File: src/rtl/nvcsum_pkg.sv
package nvcsum_pkg;

  typedef enum logic [2:0] {
    ST_IDLE = 3'd0,
    ST_READ = 3'd1,
    ST_WAIT = 3'd2,
    ST_TAIL = 3'd3,
    ST_FIN  = 3'd4
  } nvcsum_state_e;

  localparam logic [15:0] CSUM_SEED = 16'hFFFF;

  function automatic logic [15:0] nib_fold(input logic [15:0] acc, input logic [15:0] val);
    logic [7:0]  mix;
    logic [15:0] lo;
    logic [15:0] hi;
    mix = acc[7:0] ^ val[7:0];
    lo  = {12'h000, mix[3:0]};
    hi  = {12'h000, mix[7:4] ^ mix[3:0]};
    return {8'h00, acc[15:8]} ^ (lo << 3) ^ (lo << 8) ^ hi ^ (hi << 7) ^ (hi << 12);
  endfunction

endpackage

File: src/rtl/nvcsum_fold.sv
module nvcsum_fold (
  input  logic [15:0] acc_i,
  input  logic [15:0] val_i,
  output logic [15:0] next_o
);
  import nvcsum_pkg::*;

  always_comb next_o = nib_fold(acc_i, val_i);
endmodule

File: src/rtl/nvcsum_addr_gen.sv
module nvcsum_addr_gen #(
  parameter int ADDR_W = 13,
  parameter int CNT_W  = ADDR_W + 1
) (
  input  logic              clk,
  input  logic              rst,
  input  logic              load_i,
  input  logic [ADDR_W-1:0] base_i,
  input  logic [CNT_W-1:0]  nreads_i,
  input  logic              issue_i,
  output logic [ADDR_W-1:0] addr_o,
  output logic              last_o,
  output logic              vld_o,
  output logic              first_o
);
  logic [ADDR_W-1:0] base_q;
  logic [CNT_W-1:0]  idx_q;
  logic [CNT_W-1:0]  nreads_q;

  always_ff @(posedge clk) begin
    if (rst) begin
      base_q   <= '0;
      idx_q    <= '0;
      nreads_q <= '0;
      vld_o    <= 1'b0;
      first_o  <= 1'b0;
    end else begin
      vld_o   <= issue_i;
      first_o <= issue_i && (idx_q == '0);
      if (load_i) begin
        base_q   <= base_i;
        nreads_q <= nreads_i;
        idx_q    <= '0;
      end else if (issue_i) begin
        idx_q <= idx_q + 1'b1;
      end
    end
  end

  always_comb begin
    addr_o = base_q + idx_q[ADDR_W-1:0];
    last_o = (idx_q + 1'b1) == nreads_q;
  end

  AST_ADDR_STEP: assert property (@(posedge clk) disable iff (rst)
    (issue_i && $past(issue_i)) |-> (addr_o == $past(addr_o) + 1'b1)) else $error("addr step");
  AST_IDX_BOUND: assert property (@(posedge clk) disable iff (rst)
    issue_i |-> (idx_q < nreads_q)) else $error("idx bound");
endmodule

File: src/rtl/nvcsum_accum.sv
module nvcsum_accum (
  input  logic       clk,
  input  logic       rst,
  input  logic       init_i,
  input  logic       vld_i,
  input  logic       first_i,
  input  logic       tail_i,
  input  logic [7:0] data_i,
  output logic [15:0] acc_o
);
  import nvcsum_pkg::*;

  logic [7:0]  hold_q;
  logic [15:0] step_val;
  logic [15:0] folded;
  logic        do_step;

  always_comb begin
    step_val = tail_i ? {hold_q, 8'h00} : {hold_q, data_i};
    do_step  = tail_i || (vld_i && !first_i);
  end

  nvcsum_fold fold_i (
    .acc_i (acc_o),
    .val_i (step_val),
    .next_o(folded)
  );

  always_ff @(posedge clk) begin
    if (rst) begin
      acc_o  <= CSUM_SEED;
      hold_q <= 8'h00;
    end else begin
      if (init_i) acc_o <= CSUM_SEED;
      else if (do_step) acc_o <= folded;
      if (vld_i) hold_q <= data_i;
    end
  end

  AST_INIT_VALUE: assert property (@(posedge clk) disable iff (rst)
    init_i |=> (acc_o == CSUM_SEED)) else $error("seed");
endmodule

File: src/rtl/nvcsum_top.sv
module nvcsum_top #(
  parameter int ADDR_W = 13,
  parameter int CNT_W  = ADDR_W + 1,
  parameter int SUM_W  = 16
) (
  input  logic              clk,
  input  logic              rst,
  input  logic              start_i,
  input  logic [ADDR_W-1:0] start_addr_i,
  input  logic [CNT_W-1:0]  count_i,
  output logic              busy_o,
  output logic              done_o,
  output logic [SUM_W-1:0]  csum_o,
  output logic              mem_rd_en_o,
  output logic [ADDR_W-1:0] mem_rd_addr_o,
  input  logic [7:0]        mem_rd_data_i
);
  import nvcsum_pkg::*;

  nvcsum_state_e state_q;
  logic              odd_q;
  logic              accept;
  logic [CNT_W-1:0]  even_cnt;
  logic [CNT_W-1:0]  nreads;
  logic              last;
  logic              vld;
  logic              first;
  logic [15:0]       acc;

  always_comb begin
    accept   = start_i && (state_q == ST_IDLE);
    even_cnt = {count_i[CNT_W-1:1], 1'b0};
    nreads   = (even_cnt == '0) ? {{(CNT_W-1){1'b0}}, count_i[0]} : even_cnt + 1'b1;
    busy_o      = (state_q != ST_IDLE);
    mem_rd_en_o = (state_q == ST_READ);
  end

  nvcsum_addr_gen #(.ADDR_W(ADDR_W), .CNT_W(CNT_W)) agen_i (
    .clk     (clk),
    .rst     (rst),
    .load_i  (accept),
    .base_i  (start_addr_i),
    .nreads_i(nreads),
    .issue_i (mem_rd_en_o),
    .addr_o  (mem_rd_addr_o),
    .last_o  (last),
    .vld_o   (vld),
    .first_o (first)
  );

  nvcsum_accum accum_i (
    .clk    (clk),
    .rst    (rst),
    .init_i (accept),
    .vld_i  (vld),
    .first_i(first),
    .tail_i (state_q == ST_TAIL),
    .data_i (mem_rd_data_i),
    .acc_o  (acc)
  );

  always_ff @(posedge clk) begin
    if (rst) begin
      state_q <= ST_IDLE;
      odd_q   <= 1'b0;
      done_o  <= 1'b0;
      csum_o  <= '0;
    end else begin
      done_o <= 1'b0;
      case (state_q)
        ST_IDLE: if (accept) begin
          odd_q   <= count_i[0];
          state_q <= (nreads == '0) ? ST_FIN : ST_READ;
        end
        ST_READ: if (last) state_q <= ST_WAIT;
        ST_WAIT: state_q <= odd_q ? ST_TAIL : ST_FIN;
        ST_TAIL: state_q <= ST_FIN;
        ST_FIN: begin
          csum_o  <= SUM_W'(acc);
          done_o  <= 1'b1;
          state_q <= ST_IDLE;
        end
        default: state_q <= ST_IDLE;
      endcase
    end
  end

  AST_DONE_PULSE: assert property (@(posedge clk) disable iff (rst)
    done_o |=> !done_o) else $error("done pulse");
  AST_RESULT_HELD: assert property (@(posedge clk) disable iff (rst)
    !$stable(csum_o) |-> done_o) else $error("result held");
  AST_DONE_IDLE: assert property (@(posedge clk) disable iff (rst)
    done_o |-> !busy_o) else $error("done idle");
  AST_START_IGNORED: assert property (@(posedge clk) disable iff (rst)
    (busy_o && start_i && !done_o) |=> (busy_o || done_o)) else $error("busy start");
endmodule

File: config.mk
export PLATFORM = sky130hd
export DESIGN_NAME = nvcsum_top
export DESIGN_NICKNAME = d
export VERILOG_FILES = /design/src/rtl/nvcsum_pkg.sv /design/src/rtl/nvcsum_fold.sv /design/src/rtl/nvcsum_addr_gen.sv /design/src/rtl/nvcsum_accum.sv /design/src/rtl/nvcsum_top.sv
export SDC_FILE = /design/constraint.sdc
export NUM_CORES = 1
export LEC_CHECK = 0
export BUFFER_PORTS_ARGS = -buffer_cell sky130_fd_sc_hd__buf_2
export CAP_MARGIN = 20
export CORE_AREA = 2 2 101 127
export CTS_BUF_LIST = sky130_fd_sc_hd__clkbuf_16
export DETAILED_ROUTE_END_ITERATION = 10
export DIE_AREA = 0 0 103 129
export GPL_ROUTABILITY_DRIVEN = 0
export PLACE_DENSITY = 0.61
export SYNTH_ARGS = -nofsm -noshare
export SYNTH_HDL_FRONTEND = slang
export SYNTH_SLANG_ARGS = --single-unit
File: constraint.sdc
create_clock -name clk -period 6.19 [get_ports clk]
set_clock_uncertainty 0.2 [all_clocks]
set_input_delay 0.9285 -clock clk [delete_from_list [all_inputs] [get_ports clk]]
set_output_delay 0.9285 -clock clk [all_outputs]
set_load 0.01 [all_outputs]
==> results.py, run 1 <==
metrics = {
    "run_status": {
        "status": "finished clean",
    },
    "routing": {
        "avgViaCountPerCell": 4.93,
        "drt_iter0_markers": 142,
        "drt-total-wl_mm": 10.5,
        "ant_nets": 0,
        "dr.pass1.iters": 4,
        "drc_errors": 0,
        "vias": 3630,
        "wl_per_cell_um": 14.2,
    },
    "worst_setup_path": {
        "startpoint_type": "flop",
        "path_class": "flop to primary output",
        "required_ns": 5.06,
        "cp_slowest_stage_delay_ns": 0.41,
        "cp_top_family": "compound AO/OA/AOI/OAI gates",
        "worstSetupEndpointType": "primary output",
        "critical_path.max_fanout": 7,
        "arrival_ns": 2.87,
        "crit_buf_inv": 1,
        "slowest_stage": "fa_1",
        "cp_cell_sequence": "ha_1, fa_1, a21o_1, a21oi_2, o21ai_2, a41o_1, or4_1, and3_1, buf_2",
    },
    "yosys": {
        "ys_warn_count": 0,
        "ys.flop_type": "dfxtp_1",
        "syn_nets": 562,
        "synth_top_area_share_pct": 38.8,
        "yosys.area.top_type": "dfxtp_1",
        "avgSynthCellArea_sq_um": 8.10,
        "synth_area_leaders": "dfxtp_1, nand2_1, xnor2_1",
        "async_reset_ff_share_pct": 0,
        "syn_inst": 509,
        "ys_types": 47,
        "syn_area_sq_mm": 0.00412,
        "synth_edf_count": 0,
        "seq_area_frac_synth_pct": 38.8,
        "ys_ff_latch": 80,
    },
    "timing": {
        "slew_violations": 0,
        "worst_pin_slew_ns": 0.956,
        "fmax_ghz": 0.250,
        "fin_crit_ns": 4.00,
        "tns_ns": 0,
        "min_period_over_period_pct": 64.6,
        "hold_viol": 0,
        "setup_viol": 0,
        "rsz0062_at_grt": "false",
        "slew_headroom_pct": 36.3,
    },
    "floorplan": {
        "die_x_um": 103,
        "core-area_sq_mm": 0.0120,
        "dieArea_sq_mm": 0.0133,
        "io_pins": 70,
        "die_y_um": 129,
        "num_rows": 45,
        "initial_core_util_pct": 34.2,
    },
    "global_route": {
        "antenna_found_initial": 1,
        "grt_pass1_wl_mm": 17.2,
        "grt_overflow_total": 0,
        "grt_max_degree": 48,
        "grt_use_total_pct": 16.5,
        "grt_pass1_vias": 3610,
    },
    "clock_tree": {
        "clock_latency_ns": 0.34,
        "cts_buffers": 9,
        "clkSlewWorstSetupHoldPaths_ns": 0.06,
        "htree_levels": 3,
        "post_cts_buffers": 0,
        "root_buffer": "clkbuf_16",
        "cts.sinks": 80,
        "cts_tree": "done",
        "clockBufferDepth": 2,
        "cts-resized-gates": 0,
        "hold_buffers": 0,
    },
    "finish": {
        "multi_input_area_sq_mm": 0.00238,
        "fillers": 1266,
        "drive_gt1_share_pct": 16.8,
        "ff_latch_area_sq_mm": 0.00160,
        "area_delta_synth_final_pct": 18.8,
        "nets": 619,
    },
    "pwr": {
        "leakage_nw": 2.06,
        "ir_drop_mv": 0.146,
        "pwr_density_cell_mw_per_mm2": 256,
        "fin_total_pwr_w": 0.00125,
    },
    "job": {
        "maxCapViolCount": 0,
    },
    "min_path": {
        "hold_class": "flop to flop",
    },
    "placement": {
        "dp_hpwl_mm": 7.60,
        "portBuffers": 69,
    },
}
## synth_stat cells (2+ instances only)
| cell type | number |
|---|---|
| o211ai_1 | 5 |
| and3_1 | 3 |
| nor3_1 | 16 |
| xnor2_1 | 36 |
| nand2_1 | 101 |
| clkbuf_1 | 15 |
| dfxtp_1 | 80 |
| a21o_1 | 4 |
| a21oi_1 | 58 |
| o21bai_1 | 2 |
| and2_1 | 3 |
| o21ai_0 | 20 |
| nor4_1 | 8 |
| inv_1 | 9 |
| nor3b_1 | 2 |
| nand3_1 | 9 |
| a2111oi_0 | 3 |
| buf_2 | 9 |
| ha_1 | 14 |
| nand2b_1 | 4 |
| nand4_1 | 5 |
| o21ai_1 | 2 |
| a22o_1 | 7 |
| nor2_1 | 35 |
| xor2_2 | 3 |
| a41oi_1 | 2 |
| or3_1 | 7 |
| nand3b_1 | 2 |
| o21a_1 | 3 |
| xor2_1 | 21 |
| buf_1 | 2 |
| a211oi_1 | 2 |
| a31oi_1 | 3 |
## power by group
group | switching [W] | internal, W | leakage, nW
Combinational | 0.0000969 | 0.0000670 | 1.27
Clock | 0.000223 | 0.000316 | 0.146
Sequential | 0.0000172 | 0.000535 | 0.651
## layout make-up
type,count,area share [%]
antenna,1,0.0511
clock buffer,9,4.60
clock inverter,7,1.58
inverter,10,0.766
multi-input combinational,393,48.5
sequential,80,32.7
tap,164,4.19
timing repair buffer,72,7.59
## metrics by stage
step	worst slack (ns)	hold slack [ns]	utilization, %	instance area (sq um)	std cells
2_1_floorplan	2.82	0.240	-	4120	509
3_3_place_gp	2.59	0.245	38.0	4580	718
3_5_place_dp	2.54	0.245	38.0	4580	718
4_1_cts	2.18	0.254	40.5	4880	734
5_1_grt	2.03	0.277	40.6	4890	735
6_report	2.19	0.252	40.6	4900	736
## flip-flops by register name, indices dropped and copies added, names as in the netlist
register,cells
odd_q,1
state_q,3
agen_i.nreads_q,14
agen_i.idx_q,14
done_o,1
agen_i.first_o,1
csum_o,16
agen_i.base_q,13
accum_i.acc_o,16
agen_i.vld_o,1
## metal layers
metal / up-vias / share of wire (%) / track usage, %
li1: 1868 / - / -
met1: 1664 / 45 / 19.9
met2: 86 / 49 / 28.2
met3: 12 / 4.9 / 4.62
met4: 0 / 1.3 / 4.80
met5: - / 0 / 0
## layout by cell type, fill, tap and decap left out, drive strengths merged, types with 3 or more instances in the layout
| cell type | n |
|---|---|
| o21a | 3 |
| nor2 | 35 |
| ha | 14 |
| dfxtp | 80 |
| nand2b | 4 |
| o211ai | 5 |
| nor4 | 8 |
| nand3 | 9 |
| nand3b | 3 |
| nand4 | 5 |
| nand2 | 101 |
| a22o | 7 |
| clkinv | 3 |
| o21ai | 23 |
| a21oi | 59 |
| and2 | 3 |
| or3 | 7 |
| and3 | 3 |
| nor3 | 16 |
| xor2 | 24 |
| clkbuf | 9 |
| a2111oi | 4 |
| inv | 12 |
| a21o | 4 |
| xnor2 | 36 |
| buf | 72 |
| a31oi | 3 |
## cells by family (layout without fill, tap and decap cells)
logic type | Yosys count | after routing | share of synthesized area (%)
XOR/XNOR | 60 | 60 | 13.3
AND/OR/NAND/NOR | 200 | 200 | 22.0
flip-flops | 80 | 80 | 38.8
adder cells (fa/ha/maj) | 15 | 15 | 4.73
buffers and inverters | 36 | 98 | 3.55
AO/OA/AOI/OAI | 117 | 117 | 17.4
multiplexers | 1 | 1 | 0.243
other | 0 | 1 | 0
## final timing paths
| path | start | endpoint | slack (ns) | cells after the start |
|---|---|---|---|---|
| hold reg to reg | csum_o[4] | csum_o[4] | 0.25 | 2 |
| setup / recovery | agen_i.idx_q[0] | mem_rd_addr_o[12] | 2.19 | 9 |
| setup reg to reg | state_q[2] | accum_i.acc_o[9] | 3.75 | 6 |
| hold / removal | csum_o[4] | csum_o[4] | 0.25 | 2 |
## worst min-delay path, stage by stage (launching register included)
cell and delay, ns:
dfxtp_1 0.31, nand2_1 0.05, a21oi_1 0.05
Power figures use the tool's default switching activity.
==> run 2: changes to the inputs <==
- ABC_AREA: default -> 1
- CORE_AREA: 2 2 101 127 -> 2 2 103 130
- DIE_AREA: 0 0 103 129 -> 0 0 105 132
- PLACE_DENSITY: 0.61 -> 0.63
- clock period: 6.19 -> 3.3 ns (I/O delays scaled with it)
==> results.py, run 2 <==
metrics = {
    "finish": {
        "drive_gt1_share_pct": 18.9,
        "insertedDiodeCount": 0,
        "layout.cells.most_common": "nand2_1",
        "final_cell_mix": "nand2_1, dfxtp_1, inv_1, buf_2, o21ai_0",
        "nets": 708,
        "reg_top3": "accum_i.acc_o x16, csum_o x16",
        "area_delta_synth_final_pct": 19.9,
        "stdcell_count": 828,
    },
    "min_path": {
        "hold_class": "primary input to flop",
    },
    "floorplan": {
        "io_pins": 70,
        "num_rows": 46,
        "initial_core_util_pct": 34.7,
        "core-area_sq_mm": 0.0125,
        "die_x_um": 105,
        "die_y_um": 132,
        "dieArea_sq_mm": 0.0139,
    },
    "worst_setup_path": {
        "path_class": "flop to primary output",
        "worstSetupEndpointType": "primary output",
        "critical_path.max_fanout": 7,
        "startpoint_type": "flop",
        "arrival_ns": 2.33,
        "required_ns": 2.60,
    },
    "global_route": {
        "antenna_found_initial": 0,
        "grt_overflow_total": 0,
        "grt_max_degree": 27,
        "grt_pass1_vias": 4015,
        "grt_pass1_wl_mm": 18.9,
        "grt_use_total_pct": 16.8,
    },
    "clock_tree": {
        "cts-resized-gates": 0,
        "htree_levels": 3,
        "post_cts_buffers": 0,
        "clockBufferDepth": 2,
        "cts_tree": "done",
        "clock_latency_ns": 0.34,
        "root_buffer": "clkbuf_16",
        "hold_buffers": 0,
        "cts_buffers": 9,
        "cts.sinks": 80,
        "clkSlewWorstSetupHoldPaths_ns": 0.06,
    },
    "yosys": {
        "synth_area_leaders": "dfxtp_1, nand2_1, inv_1",
        "syn_area_sq_mm": 0.00436,
        "synth_edf_count": 0,
        "seq_area_frac_synth_pct": 36.8,
        "yosysMostFrequentCell": "nand2_1",
        "syn_nets": 639,
        "yosys.area.top_type": "dfxtp_1",
        "ys.flop_type": "dfxtp_1",
        "syn_inst": 586,
        "synth_top_area_share_pct": 36.8,
        "avgSynthCellArea_sq_um": 7.43,
        "synthTopCellsByCount": "nand2_1, dfxtp_1, inv_1, o21ai_0, nor2_1",
        "ys_warn_count": 0,
        "ys_types": 45,
        "ys_ff_latch": 80,
        "async_reset_ff_share_pct": 0,
    },
    "pwr": {
        "ir_drop_mv": 0.307,
        "fin_total_pwr_w": 0.00426,
        "leakage_nw": 2.48,
        "pwr_density_cell_mw_per_mm2": 816,
    },
    "timing": {
        "worst_pin_slew_ns": 0.605,
        "tns_ns": 0,
        "fmax_ghz": 0.331,
        "rsz0062_at_grt": "false",
        "hold_viol": 0,
        "setup_viol": 0,
        "slew_headroom_pct": 59.5,
        "slew_violations": 0,
        "fin_crit_ns": 3.03,
        "min_period_over_period_pct": 91.7,
    },
    "routing": {
        "vias": 4078,
        "drt_iter0_markers": 191,
        "drt-total-wl_mm": 11.3,
        "drc_errors": 0,
        "avgViaCountPerCell": 4.93,
        "wl_per_cell_um": 13.6,
        "dr.pass1.iters": 7,
        "ant_nets": 0,
    },
    "run_status": {
        "status": "finished clean",
    },
    "job": {
        "maxCapViolCount": 0,
    },
    "placement": {
        "dp_hpwl_mm": 8.63,
        "dp.cells": 812,
        "portBuffers": 69,
    },
}
[run 2: changes by cell type after synthesis, sizes merged, moves of 13 or more]
cell	before	now
xnor2	36	11
nor2	35	55
nor3	16	3
a21oi	59	45
nand2	101	119
inv	10	72
nand3	9	48
o21ai	23	53
[run 2: logic make-up (layout without fill, tap and decap cells)]
kind of cell / count (synthesis) / after routing / synth area share [%]
AO/OA/AOI/OAI: 133 / 133 / 17.7
adder cells (fa/ha/maj): 15 / 15 / 4.48
flip-flops: 80 / 80 / 36.8
AND/OR/NAND/NOR: 237 / 237 / 25.4
XOR/XNOR: 31 / 31 / 7.53
buffers and inverters: 90 / 164 / 8.13
[run 2: per-stage QoR]
stage               setup WS (ns)  util, %  hold slack [ns]  instance area [sq um]
finish                      0.274     41.6            0.170                   5220
global route                0.105     41.6            0.170                   5220
CTS                         0.269     41.6            0.160                   5220
detailed placement          0.650     39.0            0.264                   4890
global placement            0.700     39.0            0.257                   4890
floorplan                   0.949        -            0.245                   4360
[run 2: layout make-up]
cell class              count  area [sq um]
well taps                 168           210
clock buffers               9           225
flip-flops and latches     80          1600
fillers                  1319          7320
clock inverters             7           108
repair buffers             75           403
inverters                  73           275
multi-input cells         416          2400
[run 2: power breakdown]
group	switching [W]	internal, W	leakage (nW)	total (W)
logic	0.00108	0.000662	1.67	0.00175
registers	0.000212	0.00120	0.653	0.00141
clock network	0.000431	0.000678	0.160	0.00111
[run 2: worst max-delay path: stages, from the launching register on]
cell and delay (ns):
dfxtp_1 0.51, ha_1 0.36, nand2_1 0.09, nand2_1 0.06, nand3_1 0.07, nand2_1 0.05
a21oi_1 0.17, o21ai_0 0.17, a31oi_1 0.22, xnor2_1 0.14, buf_2 0.15
[run 2: per-layer routing]
layer	vias to the layer above	GRT usage [%]	part of all wire, %
li1	2082	-	-
met1	1833	20.1	43
met2	136	29.1	49
met3	27	4.45	6.1
met4	0	5.85	2.2
met5	-	0	0
[run 2: path summary, 6_finish.rpt]
kind	start	end	slack, ns	cells past startpoint
hold / removal	start_addr_i[10]	agen_i.base_q[10]	0.17	2
setup / recovery	agen_i.idx_q[3]	mem_rd_addr_o[10]	0.27	10
setup reg to reg	agen_i.idx_q[1]	state_q[0]	0.92	16
hold reg to reg	odd_q	odd_q	0.28	2
==> run 3: changes to the inputs <==
- RECOVER_POWER: default -> 100
- SLEW_MARGIN: default -> 10
==> results.py, run 3 (synthesized netlist as in run 2, its figures left out) <==
metrics = {
    "timing": {
        "setup_viol": 0,
        "slew_headroom_pct": -6.50,
        "min_period_over_period_pct": 92.3,
        "fmax_ghz": 0.328,
        "hold_viol": 0,
        "rsz0062_at_grt": "false",
        "setup_slack_ns": 0.252,
        "worst_pin_slew_ns": 1.59,
        "fin_crit_ns": 3.05,
        "slew_violations": 15,
        "tns_ns": 0,
    },
    "routing": {
        "drt_iter0_markers": 226,
        "dr.pass1.iters": 4,
        "drt-total-wl_mm": 11.3,
        "vias": 4085,
        "ant_nets": 0,
        "avgViaCountPerCell": 4.93,
        "drc_errors": 0,
        "wl_per_cell_um": 13.6,
    },
    "worst_setup_path": {
        "required_ns": 2.60,
        "cp_slowest_stage_delay_ns": 0.51,
        "critical_path.max_fanout": 7,
        "path_class": "flop to primary output",
        "slowest_stage": "dfxtp_1",
        "r2r_start": "state_q[0]",
        "path_common_cell": "nand2_1",
        "r2r_end": "agen_i.first_o",
        "reg2reg_slack_ns": 0.41,
        "startpoint_type": "flop",
        "reg2reg_depth": 5,
        "arrival_ns": 2.35,
        "worstSetupEndpointType": "primary output",
        "cp_cell_sequence": "ha_1, nand2_1, nand2_1, nand3_1, nand2_1, a21oi_1, o21ai_0, a31oi_1, xnor2_1, clkbuf_1",
    },
    "placement": {
        "dp_hpwl_mm": 8.63,
        "portBuffers": 69,
        "dp_slack_ns": 0.650,
        "dp.cells": 812,
    },
    "clock_tree": {
        "clockBufferDepth": 2,
        "cts_tree": "done",
        "hold_buffers": 0,
        "cts_buffers": 9,
        "post_cts_buffers": 0,
        "htree_levels": 3,
        "clock_latency_ns": 0.34,
        "root_buffer": "clkbuf_16",
        "cts-resized-gates": 0,
        "cts.sinks": 80,
        "clkSlewWorstSetupHoldPaths_ns": 0.06,
    },
    "pwr": {
        "leakage_nw": 2.33,
        "p_switching_w": 0.00170,
        "swShare_pct": 40.7,
        "ir_drop_mv": 0.295,
        "sequentialPowerShare_pct": 33.6,
        "p_int_w": 0.00248,
        "fin_total_pwr_w": 0.00418,
        "pwr_density_cell_mw_per_mm2": 814,
        "combPwrFrac_pct": 39.9,
        "p_clk_share_pct": 26.6,
    },
    "finish": {
        "final_cell_mix": "nand2_1, dfxtp_1, inv_1, o21ai_0, nor2_1",
        "reg_top3": "accum_i.acc_o x16, csum_o x16",
        "area_delta_synth_final_pct": 17.8,
        "drive_gt1_share_pct": 12.3,
        "stdcell_count": 828,
        "nets": 708,
        "insertedDiodeCount": 0,
        "layout.cells.most_common": "nand2_1",
    },
    "global_route": {
        "grt_overflow_total": 0,
        "antenna_found_initial": 0,
        "grt_max_degree": 27,
        "grt_pass1_vias": 4015,
        "grt_pass1_wl_mm": 18.9,
        "grt_use_total_pct": 16.8,
    },
    "floorplan": {
        "num_rows": 46,
        "dieArea_sq_mm": 0.0139,
        "core-area_sq_mm": 0.0125,
        "initial_core_util_pct": 34.7,
        "io_pins": 70,
        "die_y_um": 132,
        "die_x_um": 105,
    },
    "min_path": {
        "min_from": "start_addr_i[10]",
        "holdPathEnd": "agen_i.base_q[10]",
        "hold_class": "primary input to flop",
        "hold_path_depth": 2,
    },
    "run_status": {
        "status": "finished, violations left",
        "failed_checks": "max-capacitance violations, max-slew violations",
    },
    "job": {
        "maxCapViolCount": 1,
    },
}
## run 3: cell type report
type	instances	area (sq um)
multi-input combinational	416	2360
inverter	73	275
clock buffer	9	225
fill	1347	7410
clock inverter	7	108
timing repair buffer	75	348
sequential	80	1600
tap	168	210
## run 3: power groups by stage
stage / Combinational (W) / Clock, W / Sequential (W)
final: 0.00167 / 0.00111 / 0.00140
after global routing: 0.00189 / 0.00118 / 0.00143
after CTS: 0.00175 / 0.00114 / 0.00141
after detailed placement: 0.00174 / 0 / 0.00143
after global placement: 0.00171 / 0 / 0.00141
after floorplan: 0.00127 / 0 / 0.00138
## run 3: per-stage QoR
step                utilization [%]  hold WS, ns  area [sq um]
floorplan                         -        0.245          4360
global placement               39.0        0.257          4890
detailed placement             39.0        0.264          4890
CTS                            41.6        0.160          5220
global route                   40.9        0.170          5130
finish                         40.9        0.172          5130
## run 3: critical path, delay by kind of cell (launching register included)
kind | cells | cell delay (ns)
and+or+nand+nor | 4 | 0.27
DFF | 1 | 0.51
AOI/OAI and AO/OA | 3 | 0.57
xor gates and xnor gates | 1 | 0.14
buffers and inverters | 1 | 0.16
adders and majority gates | 1 | 0.36
## run 3: worst max path at each step
stage | endpoint | start | slack, ns | depth (start not counted)
floorplan | mem_rd_addr_o[10] | agen_i.idx_q[3] | 0.95 | 9
global placement | mem_rd_addr_o[10] | agen_i.idx_q[3] | 0.70 | 10
detailed placement | mem_rd_addr_o[10] | agen_i.idx_q[3] | 0.65 | 10
CTS | mem_rd_addr_o[10] | agen_i.idx_q[3] | 0.27 | 10
global route | mem_rd_addr_o[10] | agen_i.idx_q[3] | 0.08 | 10
finish | mem_rd_addr_o[10] | agen_i.idx_q[3] | 0.25 | 10
## run 3: metal layers
metal,GRT usage (%),part of all wire [%],vias to the layer above
met5,0,0,-
met4,5.85,2.2,0
met3,4.45,5.6,27
met2,29.1,49,130
met1,20.1,43,1847
li1,-,-,2081
